File: config.mk
export PLATFORM = sky130hd
export DESIGN_NAME = parity_cam
export DESIGN_NICKNAME = d
export VERILOG_FILES = /design/src/rtl/cam_pkg.sv /design/src/rtl/cam_row_store.sv /design/src/rtl/cam_match_array.sv /design/src/rtl/cam_prio_enc.sv /design/src/rtl/parity_cam.sv
export SDC_FILE = /design/constraint.sdc
export NUM_CORES = 1
export LEC_CHECK = 0
export ABC_AREA = 1
export BUFFER_PORTS_ARGS = -buffer_cell sky130_fd_sc_hd__buf_4
export CAP_MARGIN = 20
export CELL_PAD_IN_SITES_DETAIL_PLACEMENT = 0
export CELL_PAD_IN_SITES_GLOBAL_PLACEMENT = 2
export CORE_UTILIZATION = 33
export DETAILED_ROUTE_END_ITERATION = 7
export GPL_TIMING_DRIVEN = 0
export PLACE_DENSITY = 0.86
export SLEW_MARGIN = 20
export SYNTH_ARGS = -nofsm -noshare
export SYNTH_HDL_FRONTEND = slang
export SYNTH_SLANG_ARGS = --single-unit
File: constraint.sdc
create_clock -name clk -period 2.5 [get_ports clk]
set_input_delay 0.125 -clock clk [delete_from_list [all_inputs] [get_ports clk]]
set_output_delay 0.125 -clock clk [all_outputs]
set_load 0.005 [all_outputs]
File: src/rtl/cam_pkg.sv
package cam_pkg;
   function automatic logic even_par(input logic [63:0] v);
      return ^v;
   endfunction
endpackage

File: src/rtl/cam_row_store.sv
module cam_row_store #(
   parameter int ROWS  = 32,
   parameter int WIDTH = 16,
   localparam int AW   = (ROWS > 1) ? $clog2(ROWS) : 1
) (
   input  logic                        clk,
   input  logic                        rst_n,
   input  logic                        wr_en,
   input  logic [AW-1:0]               wr_row,
   input  logic [WIDTH-1:0]            wr_data,
   output logic [ROWS-1:0][WIDTH-1:0]  st_data,
   output logic [ROWS-1:0]             st_par
);
   import cam_pkg::*;

   logic wr_par;
   assign wr_par = even_par(64'(wr_data));

   for (genvar r = 0; r < ROWS; r++) begin : g_row
      always_ff @(posedge clk or negedge rst_n) begin
         if (!rst_n) begin
            st_data[r] <= '0;
            st_par[r]  <= 1'b0;
         end else if (wr_en && (wr_row == AW'(r))) begin
            st_data[r] <= wr_data;
            st_par[r]  <= wr_par;
         end
      end
   end
endmodule

File: src/rtl/cam_match_array.sv
module cam_match_array #(
   parameter int ROWS  = 32,
   parameter int WIDTH = 16
) (
   input  logic [WIDTH-1:0]            key,
   input  logic                        key_par,
   input  logic [ROWS-1:0][WIDTH-1:0]  st_data,
   input  logic [ROWS-1:0]             st_par,
   input  logic [ROWS-1:0]             row_en,
   output logic [ROWS-1:0]             match
);
   for (genvar r = 0; r < ROWS; r++) begin : g_cmp
      assign match[r] = row_en[r] && (st_par[r] == key_par) && (st_data[r] == key);
   end
endmodule

File: src/rtl/cam_prio_enc.sv
module cam_prio_enc #(
   parameter int ROWS      = 32,
   parameter bit LOW_FIRST = 1'b1,
   localparam int AW       = (ROWS > 1) ? $clog2(ROWS) : 1
) (
   input  logic [ROWS-1:0] req,
   output logic [AW-1:0]   idx,
   output logic            any
);
   assign any = |req;

   if (LOW_FIRST) begin : g_low
      always_comb begin
         idx = '0;
         for (int i = ROWS - 1; i >= 0; i--) begin
            if (req[i]) idx = AW'(i);
         end
      end
   end else begin : g_high
      always_comb begin
         idx = '0;
         for (int i = 0; i < ROWS; i++) begin
            if (req[i]) idx = AW'(i);
         end
      end
   end
endmodule

File: src/rtl/parity_cam.sv
module parity_cam #(
   parameter int ROWS      = 32,
   parameter int WIDTH     = 16,
   parameter bit LOW_FIRST = 1'b1,
   localparam int AW       = (ROWS > 1) ? $clog2(ROWS) : 1
) (
   input  logic             clk,
   input  logic             rst_n,
   input  logic             wr_en,
   input  logic [AW-1:0]    wr_row,
   input  logic [WIDTH-1:0] wr_data,
   input  logic [ROWS-1:0]  row_en,
   input  logic             srch_go,
   input  logic [WIDTH-1:0] srch_key,
   output logic [ROWS-1:0]  hit_vec,
   output logic [AW-1:0]    hit_row,
   output logic             hit_valid
);
   import cam_pkg::*;

   if (ROWS < 2 || ROWS > 1024) begin : g_bad_rows
      $error("parity_cam: ROWS must lie in 2..1024");
   end
   if (WIDTH < 1 || WIDTH > 64) begin : g_bad_width
      $error("parity_cam: WIDTH must lie in 1..64");
   end

   logic [ROWS-1:0][WIDTH-1:0] st_data;
   logic [ROWS-1:0]            st_par;
   logic [ROWS-1:0]            match;
   logic [AW-1:0]              enc_idx;
   logic                       enc_any;
   logic                       key_par;

   assign key_par = even_par(64'(srch_key));

   cam_row_store #(.ROWS(ROWS), .WIDTH(WIDTH)) u_store (
      .clk(clk), .rst_n(rst_n), .wr_en(wr_en), .wr_row(wr_row),
      .wr_data(wr_data), .st_data(st_data), .st_par(st_par)
   );

   cam_match_array #(.ROWS(ROWS), .WIDTH(WIDTH)) u_match (
      .key(srch_key), .key_par(key_par), .st_data(st_data),
      .st_par(st_par), .row_en(row_en), .match(match)
   );

   cam_prio_enc #(.ROWS(ROWS), .LOW_FIRST(LOW_FIRST)) u_enc (
      .req(match), .idx(enc_idx), .any(enc_any)
   );

   always_ff @(posedge clk or negedge rst_n) begin
      if (!rst_n) begin
         hit_vec   <= '0;
         hit_row   <= '0;
         hit_valid <= 1'b0;
      end else if (srch_go) begin
         hit_vec   <= match;
         hit_row   <= enc_idx;
         hit_valid <= enc_any;
      end
   end
endmodule

Word-level counts from Yosys, hierarchy flattened
Cells that the tools add are included.
{ "op_classes": {"addsub": 0, "multipliers": 0, "div_mod_pow": 0, "n_lt_le_gt_ge": 0, "eq_ne": 95, "n_shift": 0, "n_mux": 32, "bitwise": 0, "n_reduce_logical": 100} }
{ "op_table": {"columns": ["cell", "count"], "rows": [
  ["16-bit equality test", 32],
  ["5-bit two-way mux", 32],
  ["64-bit XOR reduction", 2],
  ["1-bit logical AND", 96],
  ["5-bit equality test (second input constant)", 16],
  ["5-bit by 4-bit equality test with 1-bit output (second input constant)", 8],
  ["1-bit equality test", 32],
  ["32-bit OR reduction", 1],
  ["5-bit by 3-bit equality test with 1-bit output (second input constant)", 4],
  ["5-bit by 2-bit equality test with 1-bit output (second input constant)", 2],
  ["5-bit by 1-bit equality test with 1-bit output (second input constant)", 1],
  ["5-bit zero test", 1]
]} }
{ "totals": {"ff_bits": 582, "latch_bits": 0, "ram_bits": 0, "romBits": 0, "in_bits": 73, "out_inout_bits": 38, "memories": 0} }

Depth between registers and ports, before layout
{ "depth": {"depth_word": 36, "mapped_depth": 46, "mapped_depth_nobuf": 45} }

By module
Synthesis repeated with hierarchy kept, for this count alone.
{ "hier_totals": {"hier_cells": 4237, "area_unflattened_um2": 32426.1} }
{ "by_module_without_submodules": {"columns": ["mod", "n_inst", "cells_per_inst", "area_per_inst_um2", "seq_area_each_um2"], "rows": [
  ["cam_row_store", 1, 2030, 21430.6, 13613.1],
  ["cam_match_array", 1, 1917, 8627.0, 0.0],
  ["parity_cam", 1, 183, 1898.1, 950.9],
  ["cam_prio_enc", 1, 107, 470.5, 0.0]
]} }

Worst setup path after synthesis
OpenSTA, ideal clock, no wires.
{ "synth_path": {"path_kind": "input to register", "startpoint": "input port srch_key[14]", "endpoint": "register hit_row[0]", "t_arrival_ns": 2.552, "t_required_ns": 2.384, "slack_ns": -0.168, "cell_stages": 43, "n_path_buf": 2, "cell_sequence": "buf_2 inv_2 nand2_1 nand2_1 nand2_1 nand2_1 inv_1 nand2_1 nand2_1 nand2_2 nand2_2 buf_6 or2_1 nand4_2 nand2_1 nand2_1 nand2_1 nand2_1 (+7 left out) nand2_1 nand2_1 nand2_1 nand2_1 nand2_1 nand2_1 nand2_1 nand2_1 nand2_1 nand2_1 nand2_1 nand2_1 nand2_1 nand2_1 nand2_1 nand2_1 nand2_1 nand2_1"} }
{ "synth_via": {"elab_chain_len": 36, "elab_cells_between_ends": 161} }
{ "synth_lines": {"columns": ["element", "line_no", "rtl"], "rows": [
  ["start: declaration", "parity_cam.sv:14", "input logic [WIDTH-1:0] srch_key,"],
  ["64-bit XOR reduction", "cam_pkg.sv:3", "return ^v;"],
  ["1-bit equality test", "cam_match_array.sv:13", "assign match[r] = row_en[r] && (st_par[r] == key_par) && (st_data[r] == key);"],
  ["1-bit logical AND (2 in series)", "cam_match_array.sv:13", null],
  ["5-bit two-way mux (31 in series)", "cam_prio_enc.sv:16", "if (req[i]) idx = AW'(i);"],
  ["5-bit two-way mux *", "cam_prio_enc.sv:16", null],
  ["end signal: assignment", "parity_cam.sv:58", "hit_row <= enc_idx;"],
  ["end: declaration", "parity_cam.sv:16", "output logic [AW-1:0] hit_row,"]
]} }
Every way passes the cells marked *; elsewhere a longest branch is shown, timed or not.
A chain may end at the register's enable or synchronous reset.

Final worst setup path
{ "layout_path": {"startpoint": "register u_store.st_data[450] (netlist bit)", "endpoint": "register hit_row[0]"} }
{ "layout_via": {"elab_chain_len": 31} }
{ "layout_lines": {"columns": ["element", "line_no", "rtl"], "rows": [
  ["start: declaration", "cam_row_store.sv:11", "output logic [ROWS-1:0][WIDTH-1:0] st_data,"],
  ["start signal: indexed assignment", "cam_row_store.sv:25", "st_data[r] <= wr_data;"],
  ["16-bit equality test", "cam_match_array.sv:13", null],
  ["1-bit logical AND", "cam_match_array.sv:13", null],
  ["5-bit two-way mux (29 in series)", "cam_prio_enc.sv:16", null]
]} }
No other way between the ends.

==> flow_summary.json <==
{
  "synth-warning-count": 0,
  "dieArea_um2": 100000,
  "rsz0062_at_grt": "true",
  "rows": 115,
  "hold_ws_ps": 32.8,
  "ys_ff_latch": 582,
  "numCtsBuffers": 71,
  "synthCells": 4408,
  "ys_async_sr_fraction_pct": 100,
  "finalPower_mw": 31.7,
  "maxSlewHeadroom_pct": 16.9,
  "slowest_delay_ps": 420,
  "muxShareOfSynthArea_pct": 0,
  "startpoint_type": "register",
  "status": "finished with violations",
  "synth_compound_area_share_pct": 13.7,
  "synth_fp_nets": 4481,
  "drc": 2,
  "crit_top_cell": "nand2_2",
  "setup_slack_ps": -1140,
  "core_area_um2": 98300,
  "fp.dieW_um": 317,
  "io_buffers": 102,
  "grt_usage_pct": 31.5,
  "antenna_left": 0,
  "slowest_stage": "dfrtp_1",
  "dp_slack_ps": -2820,
  "antenna_found_initial": 9,
  "fmax_mhz": 274,
  "ys_seq_area_share_pct": 44.6,
  "dp_hpwl_mm": 107,
  "grt_max_degree": 95,
  "hold_violations": 0,
  "setup_violations": 3,
  "synth-xor-area-share_pct": 4.34,
  "synth_fa_ha_area_share_pct": 0,
  "layout_commonest_cell": "nand2_1",
  "violations": "DRC, setup timing",
  "synth_area_per_cell_um2": 7.41,
  "clkSinkCount": 582,
  "grt_pass1_wl_mm": 226,
  "syn2layout_area_growth_pct": 21.9,
  "grt-ovfl-total": 0,
  "synthSimpleGateAreaFrac_pct": 30.0,
  "utilization_pct": 40.5,
  "synth-edff-count": 0,
  "synthFlopType": "dfrtp_1",
  "cp_max_fo": 4,
  "insertion_delay_ps": 660,
  "cts_tree": "done",
  "dieHeight_um": 317,
  "syn_area_um2": 32700,
  "cts.clk_slew.worst_paths_ps": 70,
  "cts_root_buffer": "clkbuf_16",
  "routed_wl_mm": 159,
  "fillCellCount": 10200,
  "viasPerCell": 5.62,
  "drt-initial-drc-count": 4217,
  "num_vias": 33700,
  "clockBufferDepth": 3,
  "synth_top_family_by_area": "simple AND/OR/NAND/NOR gates",
  "cp.required_ps": 3040,
  "mostFrequentLayoutCells": "nand2_1 (1159), o21ai_0 (642), dfrtp_1 (582)",
  "worst_slew_pin_slew_ps": 1250,
  "min_path_type": "in -> reg",
  "wire_per_inst_um": 26.5,
  "period_minus_slack_ps": 3640,
  "postPlaceCellArea_um2": 35400,
  "critPathCaptureType": "register",
  "globalplace.congestion": 0.960,
  "min_period_over_period_pct": 146,
  "ios": 111,
  "drive_gt1_share_pct": 13.4,
  "crit_type": "reg -> reg",
  "arrival_ps": 4190,
  "power.leakage_nw": 18.2,
  "htreeDepth": 3,
  "final_nets": 4730,
  "start_util_pct": 33.2,
  "final-max-slew-violation-count": 0,
  "power-per-cell-area_nw_per_um2": 795,
  "peakVddDrop_mv": 0.532,
  "first_pass_iters": 8,
  "grt_pass1_vias": 31800,
  "fin_area_um2": 39800,
  "cap_violations": 0,
  "synth.distinct_cells": 46,
  "fin_skew_ps": 33.0
}
[synthesized netlist by cell type, types with 3 or more instances]
| cell | n | area (um2) |
|---|---|---|
| nand2_2 | 6 | 37.5 |
| inv_2 | 13 | 48.8 |
| nor4_1 | 104 | 651 |
| a21oi_1 | 37 | 185 |
| nand4_1 | 133 | 832 |
| o2111ai_1 | 35 | 307 |
| nand3_1 | 80 | 400 |
| a2111oi_0 | 27 | 236 |
| nor4b_1 | 13 | 114 |
| xnor2_1 | 49 | 429 |
| nor3b_1 | 26 | 195 |
| buf_4 | 10 | 75.1 |
| o211ai_1 | 4 | 30.0 |
| buf_6 | 5 | 56.3 |
| buf_2 | 52 | 260 |
| a221oi_1 | 7 | 61.3 |
| o31ai_1 | 3 | 22.5 |
| o22ai_1 | 30 | 188 |
| clkbuf_1 | 192 | 721 |
| or4_1 | 9 | 67.6 |
| inv_1 | 308 | 1160 |
| a211oi_1 | 15 | 113 |
| dfrtp_1 | 582 | 14600 |
| or2_2 | 93 | 582 |
| or2_1 | 3 | 18.8 |
| nand3b_1 | 15 | 113 |
| nor3_1 | 108 | 541 |
| xor2_1 | 113 | 990 |
| o21ai_0 | 646 | 3230 |
| buf_1 | 15 | 56.3 |
| nand2_1 | 1198 | 4500 |
| nor2_1 | 458 | 1720 |
[area by class of cell]
cell class / instances / area [um2] / area share, %
Multi-Input combinational cell: 3229 / 16300 / 40.9
Sequential cell: 582 / 14600 / 36.6
Clock buffer: 107 / 2220 / 5.57
Buffer: 275 / 2000 / 5.02
Timing Repair Buffer: 176 / 1630 / 4.10
Tap cell: 1287 / 1610 / 4.04
Inverter: 322 / 1260 / 3.17
Clock inverter: 20 / 249 / 0.625
Antenna cell: 2 / 5.00 / 0.0126
[critical path, delay by kind of cell (launching register included)]
family	cells	cell delay (ps)
simple gates	35	2940
flops	1	420
xor+xnor	1	170
[stage by stage]
stage	std cells	setup TNS [ps]
after global placement	5797	-3178750
after detailed placement	5808	-51000
after floorplan	4408	-113
final	6000	-2090
after global routing	5998	-2430
after CTS	5995	-3180
[path summary, 6_finish.rpt]
path / start / end / slack, ps / depth (start not counted)
max: u_store.st_data[450]$_DFFE_PN0P_ / hit_row[0]$_DFFE_PN0P_ / -1140 / 36
min in group asynchronous: rst_n / u_store.st_data[86]$_DFFE_PN0P_ / 80 / 3
min reg2reg: hit_row[0]$_DFFE_PN0P_ / hit_row[0]$_DFFE_PN0P_ / 480 / 2
max reg2reg: u_store.st_data[450]$_DFFE_PN0P_ / hit_row[0]$_DFFE_PN0P_ / -1140 / 36
max in group asynchronous: rst_n / u_store.st_data[397]$_DFFE_PN0P_ / 1150 / 5
min: row_en[25] / hit_vec[25]$_DFFE_PN0P_ / 30 / 7
[repair_timing]
action                                  CTS  global route
gates resized for setup                 289           132
setup buffers                            41            12
pin swaps                                23            52
endpoints found under the setup margin   27            10
hold buffers                             19             0
gates cloned                              0             0
endpoints found under the hold margin   294             0
[sequential cells by signal, summed over array words and instances (netlist names)]
signal,flops
u_store.st_data,512
hit_vec,32
u_store.st_par,32
hit_row,5
hit_valid,1
[report_power, final]
part	internal, mW	switching (mW)	leakage (nW)
Sequential	11.3	1.58	7.50
Combinational	2.83	4.90	9.47
Clock	6.64	4.43	1.22
[routing by layer]
layer  global-route usage (%)  vias to the layer above  wire, um
met1                     44.2                    16600     68000
met3                     4.77                      322     14200
met4                     14.2                        0      6990
met2                     47.7                     1687     69600
li1                         -                    15100         -
met5                        0                        -         0
[cell families (layout without fill, tap and decap cells)]
logic type,Yosys count,count (layout)
flip-flops,582,582
AND/OR/NAND/NOR,2251,2251
AO/OA/AOI/OAI,816,816
other,0,2
buffers and inverters,597,900
XOR/XNOR,162,162
Power figures use the tool's default switching activity.
